File: config.mk
export PLATFORM = sky130hd
export DESIGN_NAME = barrier_seq
export DESIGN_NICKNAME = d
export VERILOG_FILES = /design/src/rtl/barrier_seq.sv
export SDC_FILE = /design/constraint.sdc
export NUM_CORES = 1
export LEC_CHECK = 0
export ABC_CLOCK_PERIOD_IN_PS = 2300
export BUFFER_PORTS_ARGS = -buffer_cell sky130_fd_sc_hd__clkbuf_2
export CAP_MARGIN = 5
export CORE_MARGIN = 2
export CORE_UTILIZATION = 35
export DETAILED_ROUTE_END_ITERATION = 7
export SYNTH_ARGS = -nofsm -noshare
export SYNTH_HDL_FRONTEND = slang
export SYNTH_SLANG_ARGS = --single-unit
File: constraint.sdc
create_clock -name clk -period 2.3 [get_ports clk]
set_input_delay 0.23 -clock clk [delete_from_list [all_inputs] [get_ports clk]]
set_output_delay 0.23 -clock clk [all_outputs]
set_load 0.03 [all_outputs]
File: src/rtl/barrier_seq.sv
module barrier_seq #(
  parameter int AW = 32,
  parameter int CW = 4,
  parameter int MOW = 5,
  parameter int INSN_BYTES = 4
) (
  input  logic           clk,
  input  logic           rst_n,
  input  logic           dec_valid,
  input  logic           dec_is_mem,
  input  logic [MOW-1:0] dec_mo,
  input  logic [AW-1:0]  dec_pc,
  input  logic [CW-1:0]  older_inflight,
  input  logic           older_exc,
  input  logic [AW-1:0]  exc_vector,
  input  logic [CW-1:0]  mem_outstanding,
  input  logic           sq_empty,
  output logic           issue_stall,
  output logic           flush,
  output logic [AW-1:0]  redirect_addr
);

  typedef enum logic [1:0] {S_IDLE, S_IBAR, S_MBAR} st_t;

  st_t st;
  logic light_q, flush_q;
  logic [AW-1:0] next_pc_q, redir_q;

  logic accept, ib_done, mb_done, cancel;

  assign accept  = dec_valid && !issue_stall;
  assign ib_done = (st == S_IBAR) && (older_inflight == '0);
  assign mb_done = (st == S_MBAR) && (mem_outstanding == '0) && (light_q || sq_empty);
  assign cancel  = (st != S_IDLE) && older_exc;

  always_ff @(posedge clk) begin
    if (!rst_n) begin
      st        <= S_IDLE;
      light_q   <= 1'b0;
      flush_q   <= 1'b0;
      next_pc_q <= '0;
      redir_q   <= '0;
    end else begin
      flush_q <= cancel || ib_done;
      if (cancel) begin
        st      <= S_IDLE;
        redir_q <= exc_vector;
      end else if (ib_done) begin
        st      <= S_IDLE;
        redir_q <= next_pc_q;
      end else if (mb_done) begin
        st <= S_IDLE;
      end else if (accept) begin
        st        <= dec_is_mem ? S_MBAR : S_IBAR;
        light_q   <= (dec_mo == MOW'(1));
        next_pc_q <= dec_pc + AW'(INSN_BYTES);
      end
    end
  end

  assign issue_stall   = (st != S_IDLE) || flush_q;
  assign flush         = flush_q;
  assign redirect_addr = flush_q ? redir_q : '0;

endmodule

### After elaboration in Yosys (flattened, before gate mapping)

Cells that the tools add are included.

| storage, ports and cells | value |
|---|---|
| input port bits | 83 |
| flip-flop bits (word level) | 68 |
| output and inout port bits | 34 |
| word-level logic and storage cells | 32 |

| operators by class | value |
|---|---|
| equality and inequality tests | 3 |
| muxes and demuxes | 4 |
| add/subtract/negate cells | 1 |
| bitwise gates (word level) | 4 |
| reduce and logical (&&, ||, !) cells | 15 |

Operator list:

| cell | count |
|---|---|
| 2-to-1 mux 32 bit | 3 |
| adder 32 x 3 -> 32 bit (second input constant) | 1 |
| logical NOT 4 bit | 2 |
| equality test 5 x 1 -> 1 bit (second input constant) | 1 |
| logical AND 1 bit | 5 |
| NOT 1 bit | 4 |
| AND reduction 4 bit | 1 |
| nonzero test 2 bit | 2 |
| OR reduction 4 bit | 1 |
| logical OR 1 bit | 3 |
| equality test 2 x 1 -> 1 bit (second input constant) | 1 |
| equality test 2 bit (second input constant) | 1 |
| 2-to-1 mux 2 bit | 1 |
| logical NOT 1 bit | 1 |

### Longest topological paths before layout

| logic depth | value |
|---|---|
| depth in word-level cells | 5 |
| depth in mapped cells | 6 |
| mapped depth without buffers | 5 |

### Least setup slack after synthesis

No wires, ideal clock.

| path | value |
|---|---|
| path kind | flip-flop to flip-flop |
| start point | register flush_q, in the netlist flush |
| end point | register next_pc_q[25] |
| arrival | 1.642 ns |
| buffers on the path | 2 |
| clock period less this slack | 1.778 ns |
| setup slack | 0.522 ns |
| cell stages (with the launch flop) | 5 |
| library setup time | 0.137 ns |
| data required time | 2.163 ns |
| path through | dfxtp_1 nor4b_2 clkbuf_1 buf_1 a31oi_1 |

| on the way | value |
|---|---|
| longest elaborated chain between the ends | 4 |

Ends and longest elaborated chain:

| element | RTL line | text |
|---|---|---|
| start: declaration | 26 | `logic light_q, flush_q;` |
| start signal: assignment | 44 | `flush_q <= cancel \|\| ib_done;` |
| logical OR 1 bit | 61 | `assign issue_stall = (st != S_IDLE) \|\| flush_q;` |
| logical NOT 1 bit | 31 | `assign accept = dec_valid && !issue_stall;` |
| logical AND 1 bit | 31 |  |
| AND reduction 4 bit (no source line) | - |  |
| end signal: assignment | 56 | `next_pc_q <= dec_pc + AW'(INSN_BYTES);` |
| end: declaration | 27 | `logic [AW-1:0] next_pc_q, redir_q;` |

No other way between the ends.
A chain may end at the register's enable or synchronous reset.

### Worst setup path after layout

| path | value |
|---|---|
| start point | input dec_pc[16] |
| end point | register next_pc_q[27] |

| on the way | value |
|---|---|
| longest elaborated chain between the ends | 1 |

Ends and longest elaborated chain:

| element | RTL line | text |
|---|---|---|
| start: declaration | 12 | `input logic [AW-1:0] dec_pc,` |
| adder 32 x 3 -> 32 bit | 56 |  |

No other way between the ends.

==> results.yml <==
status:
  outcome: "completed"
placement:
  detailedPlacementHpwl_um: 6910
  input_output_buffers: 116
  placed_area_mm2: 0.00424
  routabilityCongestion: 0.815
  pre_cts_slack_ns: 0.255
finish:
  stdcell_area_mm2: 0.00442
  diodes: 0
  flow.area_growth_from_synthesis_pct: 27.2
  post_route_cells_drive_above_1_share_pct: 28.2
  finish.net_count: 598
  fill_count: 995
timing:
  clock-skew-final_ns: 0.00820
  final_min_period_over_clock_period_pct: 74.8
  final.setup.worst_slack_ns: 0.579
  setup_violations: 0
  totalNegativeSetupSlack_ns: 0
  tightestPinTransition_ns: 0.557
  fmax_mhz: 581
  fin_crit_ns: 1.72
  timing.final.max_slew_violations: 0
  hold_viol_final: 0
  timing.max_slew.rel_slack_pct: 62.9
  setup_repair_after_global_routing_missed_its_margin: "no"
  hold_slack_ns: 0.110
power:
  power_report.internal_total_mw: 1.98
  power_share_of_the_sequential_group_pct: 49.9
  irDropWorstVdd_uv: 306
  net_switching_share_of_the_total_power_pct: 28.2
  comb_power_share_pct: 17.7
  power_density_mw_per_mm2: 623
  total_switching_power_mw: 0.778
  static-leakage-power_nw: 2.03
  clockPowerShare_pct: 32.4
clock_network:
  clk_slew_on_worst_s_h_paths_ns: 0.07
  post_cts_resized: 0
  tritoncts: "built"
  clock_tree.buffer_depth: 2
  cts_htree_levels: 3
  post_cts.repair.setup_buffers: 0
  cts_hold_buffers: 0
  clock_tree.root_cell: "sky130_fd_sc_hd__clkbuf_8"
  insertion_delay_ns: 0.34
  tritoncts_num_sinks: 68
  tritoncts.num_buffers: 9
grt:
  globalRoute.totalOverflow: 0
  gr-usage-all-layers_pct: 18.2
  number_of_antenna_violations_at_the_first_check_in_global_routing: 0
  grt_first_pass_wirelength_um: 16000
  number_of_global_route_vias_before_repair: 3217
  grt_start_max_net_pins: 46
floorplan:
  boundaryPins: 117
  initial_utilization_pct: 35.9
  floorplan.die_area_mm2: 0.0107
  placement_rows: 36
  chipHeight_um: 104
  area_inside_the_core_boundary_mm2: 0.00968
  die_w_um: 104
detailed_routing:
  detailroute.via_count: 3367
  totalWireLength_um: 9590
  number_of_violations_reported_at_the_end_of_detailed_routing_iteration_0: 127
  initial_drt_pass_iterations: 4
  vias_per_cell: 5.18
  detail-route-antenna-nets: 0
  remaining_drc_errors: 0
  detail_route.wl_per_cell_um: 14.8
synth:
  synth_cells: 406
  ys_async_sr_fraction_pct: 0
  syn_area_mm2: 0.00347
  post_synth_cell_types: 36
  syn_avg_cell_area_um2: 8.55
  ys_dominant_reg_cell: "sky130_fd_sc_hd__dfxtp_1"
  synth.ff_latch_count: 68
  edff_count_synth: 0
  yosys_warnings: 0
  share_of_synthesized_area_occupied_by_flip_flops_and_latches_pct: 39.2
  postSynthNetCount: 490
critical_path:
  slowest_delay_ns: 0.62
  setup.worst_path.end_class: "flip-flop"
  critical_path.top_delay_family: "simple AND/OR/NAND/NOR gates"
  setup.worst_path.start_class: "input port"
  timing.critical_path.required_ns: 2.57
  worstPathArrival_ns: 1.99
  path_class: "input port to flip-flop"
  crit_path_cell_trace: "clkbuf_2 -> and3_1 -> or3b_1 -> or4_1 -> a31oi_1"
  crit_path_max_fanout: 20
  reg2reg_slack_ns: 0.74
  crit_path_top_delay_cell: "sky130_fd_sc_hd__or3b_1"
  critical_path.n_buffers_inverters: 1
run:
  drv_cap: 0
worst_hold_path:
  min-delay-path-class: "input port to flip-flop"
placed cells by master (no fill, tap or decap), types with 3 or more instances in the layout:
| cell type | n |
|---|---|
| sky130_fd_sc_hd__o21ai_0 | 23 |
| sky130_fd_sc_hd__clkbuf_8 | 12 |
| sky130_fd_sc_hd__and2_1 | 37 |
| sky130_fd_sc_hd__a211oi_1 | 42 |
| sky130_fd_sc_hd__nand2_1 | 16 |
| sky130_fd_sc_hd__nor2_1 | 43 |
| sky130_fd_sc_hd__buf_4 | 8 |
| sky130_fd_sc_hd__or4_1 | 9 |
| sky130_fd_sc_hd__o31ai_1 | 9 |
| sky130_fd_sc_hd__inv_1 | 4 |
| sky130_fd_sc_hd__buf_12 | 3 |
| sky130_fd_sc_hd__xnor2_1 | 6 |
| sky130_fd_sc_hd__xor2_1 | 6 |
| sky130_fd_sc_hd__a31oi_1 | 10 |
| sky130_fd_sc_hd__a21oi_1 | 13 |
| sky130_fd_sc_hd__mux2i_1 | 32 |
| sky130_fd_sc_hd__clkbuf_2 | 116 |
| sky130_fd_sc_hd__nor3_1 | 9 |
| sky130_fd_sc_hd__a311oi_1 | 3 |
| sky130_fd_sc_hd__nand4_1 | 8 |
| sky130_fd_sc_hd__and4_1 | 10 |
| sky130_fd_sc_hd__dfxtp_1 | 68 |
| sky130_fd_sc_hd__nand3_1 | 7 |
| sky130_fd_sc_hd__nor4_1 | 4 |
| sky130_fd_sc_hd__and3_1 | 3 |
power by group through the flow:
stage | Clock (mW) | Sequential, mW | Combinational (mW)
4_1_cts | 0.920 | 1.38 | 0.491
6_report | 0.891 | 1.37 | 0.486
5_1_grt | 0.963 | 1.39 | 0.546
3_3_place_gp | 0 | 1.40 | 0.479
2_1_floorplan | 0 | 1.37 | 0.300
3_5_place_dp | 0 | 1.40 | 0.488
routing by layer:
layer / share of wire, % / track usage, %
met5: 0 / 0
met4: 1.2 / 5.60
met3: 4.7 / 4.34
met2: 46 / 29.7
met1: 48 / 23.9
synth_stat cells, drive strengths merged (2+ instances only):
| master | number | share of area [%] |
|---|---|---|
| dfxtp | 68 | 39 |
| nor2 | 43 | 4.6 |
| a211oi | 42 | 9.1 |
| and2 | 38 | 6.8 |
| mux2i | 32 | 9.2 |
| o21ai | 24 | 3.5 |
| clkbuf | 23 | 2.5 |
| nand2 | 16 | 1.7 |
| a21oi | 13 | 1.9 |
| a31oi | 10 | 1.8 |
| and4 | 10 | 2.5 |
| nand4 | 9 | 1.8 |
| nor3 | 9 | 1.3 |
| o31ai | 9 | 1.9 |
| or4 | 9 | 1.9 |
| buf | 7 | 0.90 |
| nand3 | 7 | 1.0 |
| xnor2 | 6 | 1.5 |
| xor2 | 6 | 1.5 |
| inv | 5 | 0.54 |
| nor4 | 5 | 1.1 |
| a311oi | 3 | 0.76 |
| and3 | 3 | 0.54 |
| or3 | 2 | 0.36 |
final cells by class:
cell class / instances / area [um2] / area share (%)
multi-input cells: 303 / 1990 / 45.2
flip-flops and latches: 68 / 1360 / 30.8
repair buffers: 127 / 701 / 15.9
well taps: 133 / 166 / 3.77
clock buffers: 12 / 165 / 3.74
inverters: 5 / 18.8 / 0.425
clock inverters: 2 / 10.0 / 0.227
logic make-up (layout without fill, tap and decap cells):
group           Yosys count  in the layout  share of synthesized area [%]
compound gates          102            102                           19.2
flops                    68             68                           39.2
mux                      32             32                           9.23
fa+ha+maj                 1              1                          0.360
simple gates            156            156                           25.1
buf+inv                  35            146                           3.93
xor+xnor                 12             12                           3.03
state kept, by name, indices dropped and copies added (netlist names):
name	cells
next_pc_q	32
redir_q	32
flush	1
st	2
light_q	1
path summary, 6_finish.rpt:
check	startpoint	to	depth (start not counted)
worst max-delay path	dec_pc[16]	next_pc_q[27]	5
worst min-delay path	dec_pc[0]	next_pc_q[0]	3
worst min register to register	next_pc_q[0]	next_pc_q[0]	2
worst max register to register	st[1]	next_pc_q[30]	4
through the flow:
stage	power (mW)	instances	utilization, %
after global placement	1.88	636	43.8
after global routing	2.90	650	45.6
after floorplan	1.67	406	-
after CTS	2.79	650	45.6
after detailed placement	1.89	636	43.8
final	2.75	650	45.6
worst min-delay path: stages:
cell	delay, ns
sky130_fd_sc_hd__clkbuf_2	0.08
sky130_fd_sc_hd__nand2_1	0.05
sky130_fd_sc_hd__a21oi_1	0.05
(Power assumes the default switching activity.)
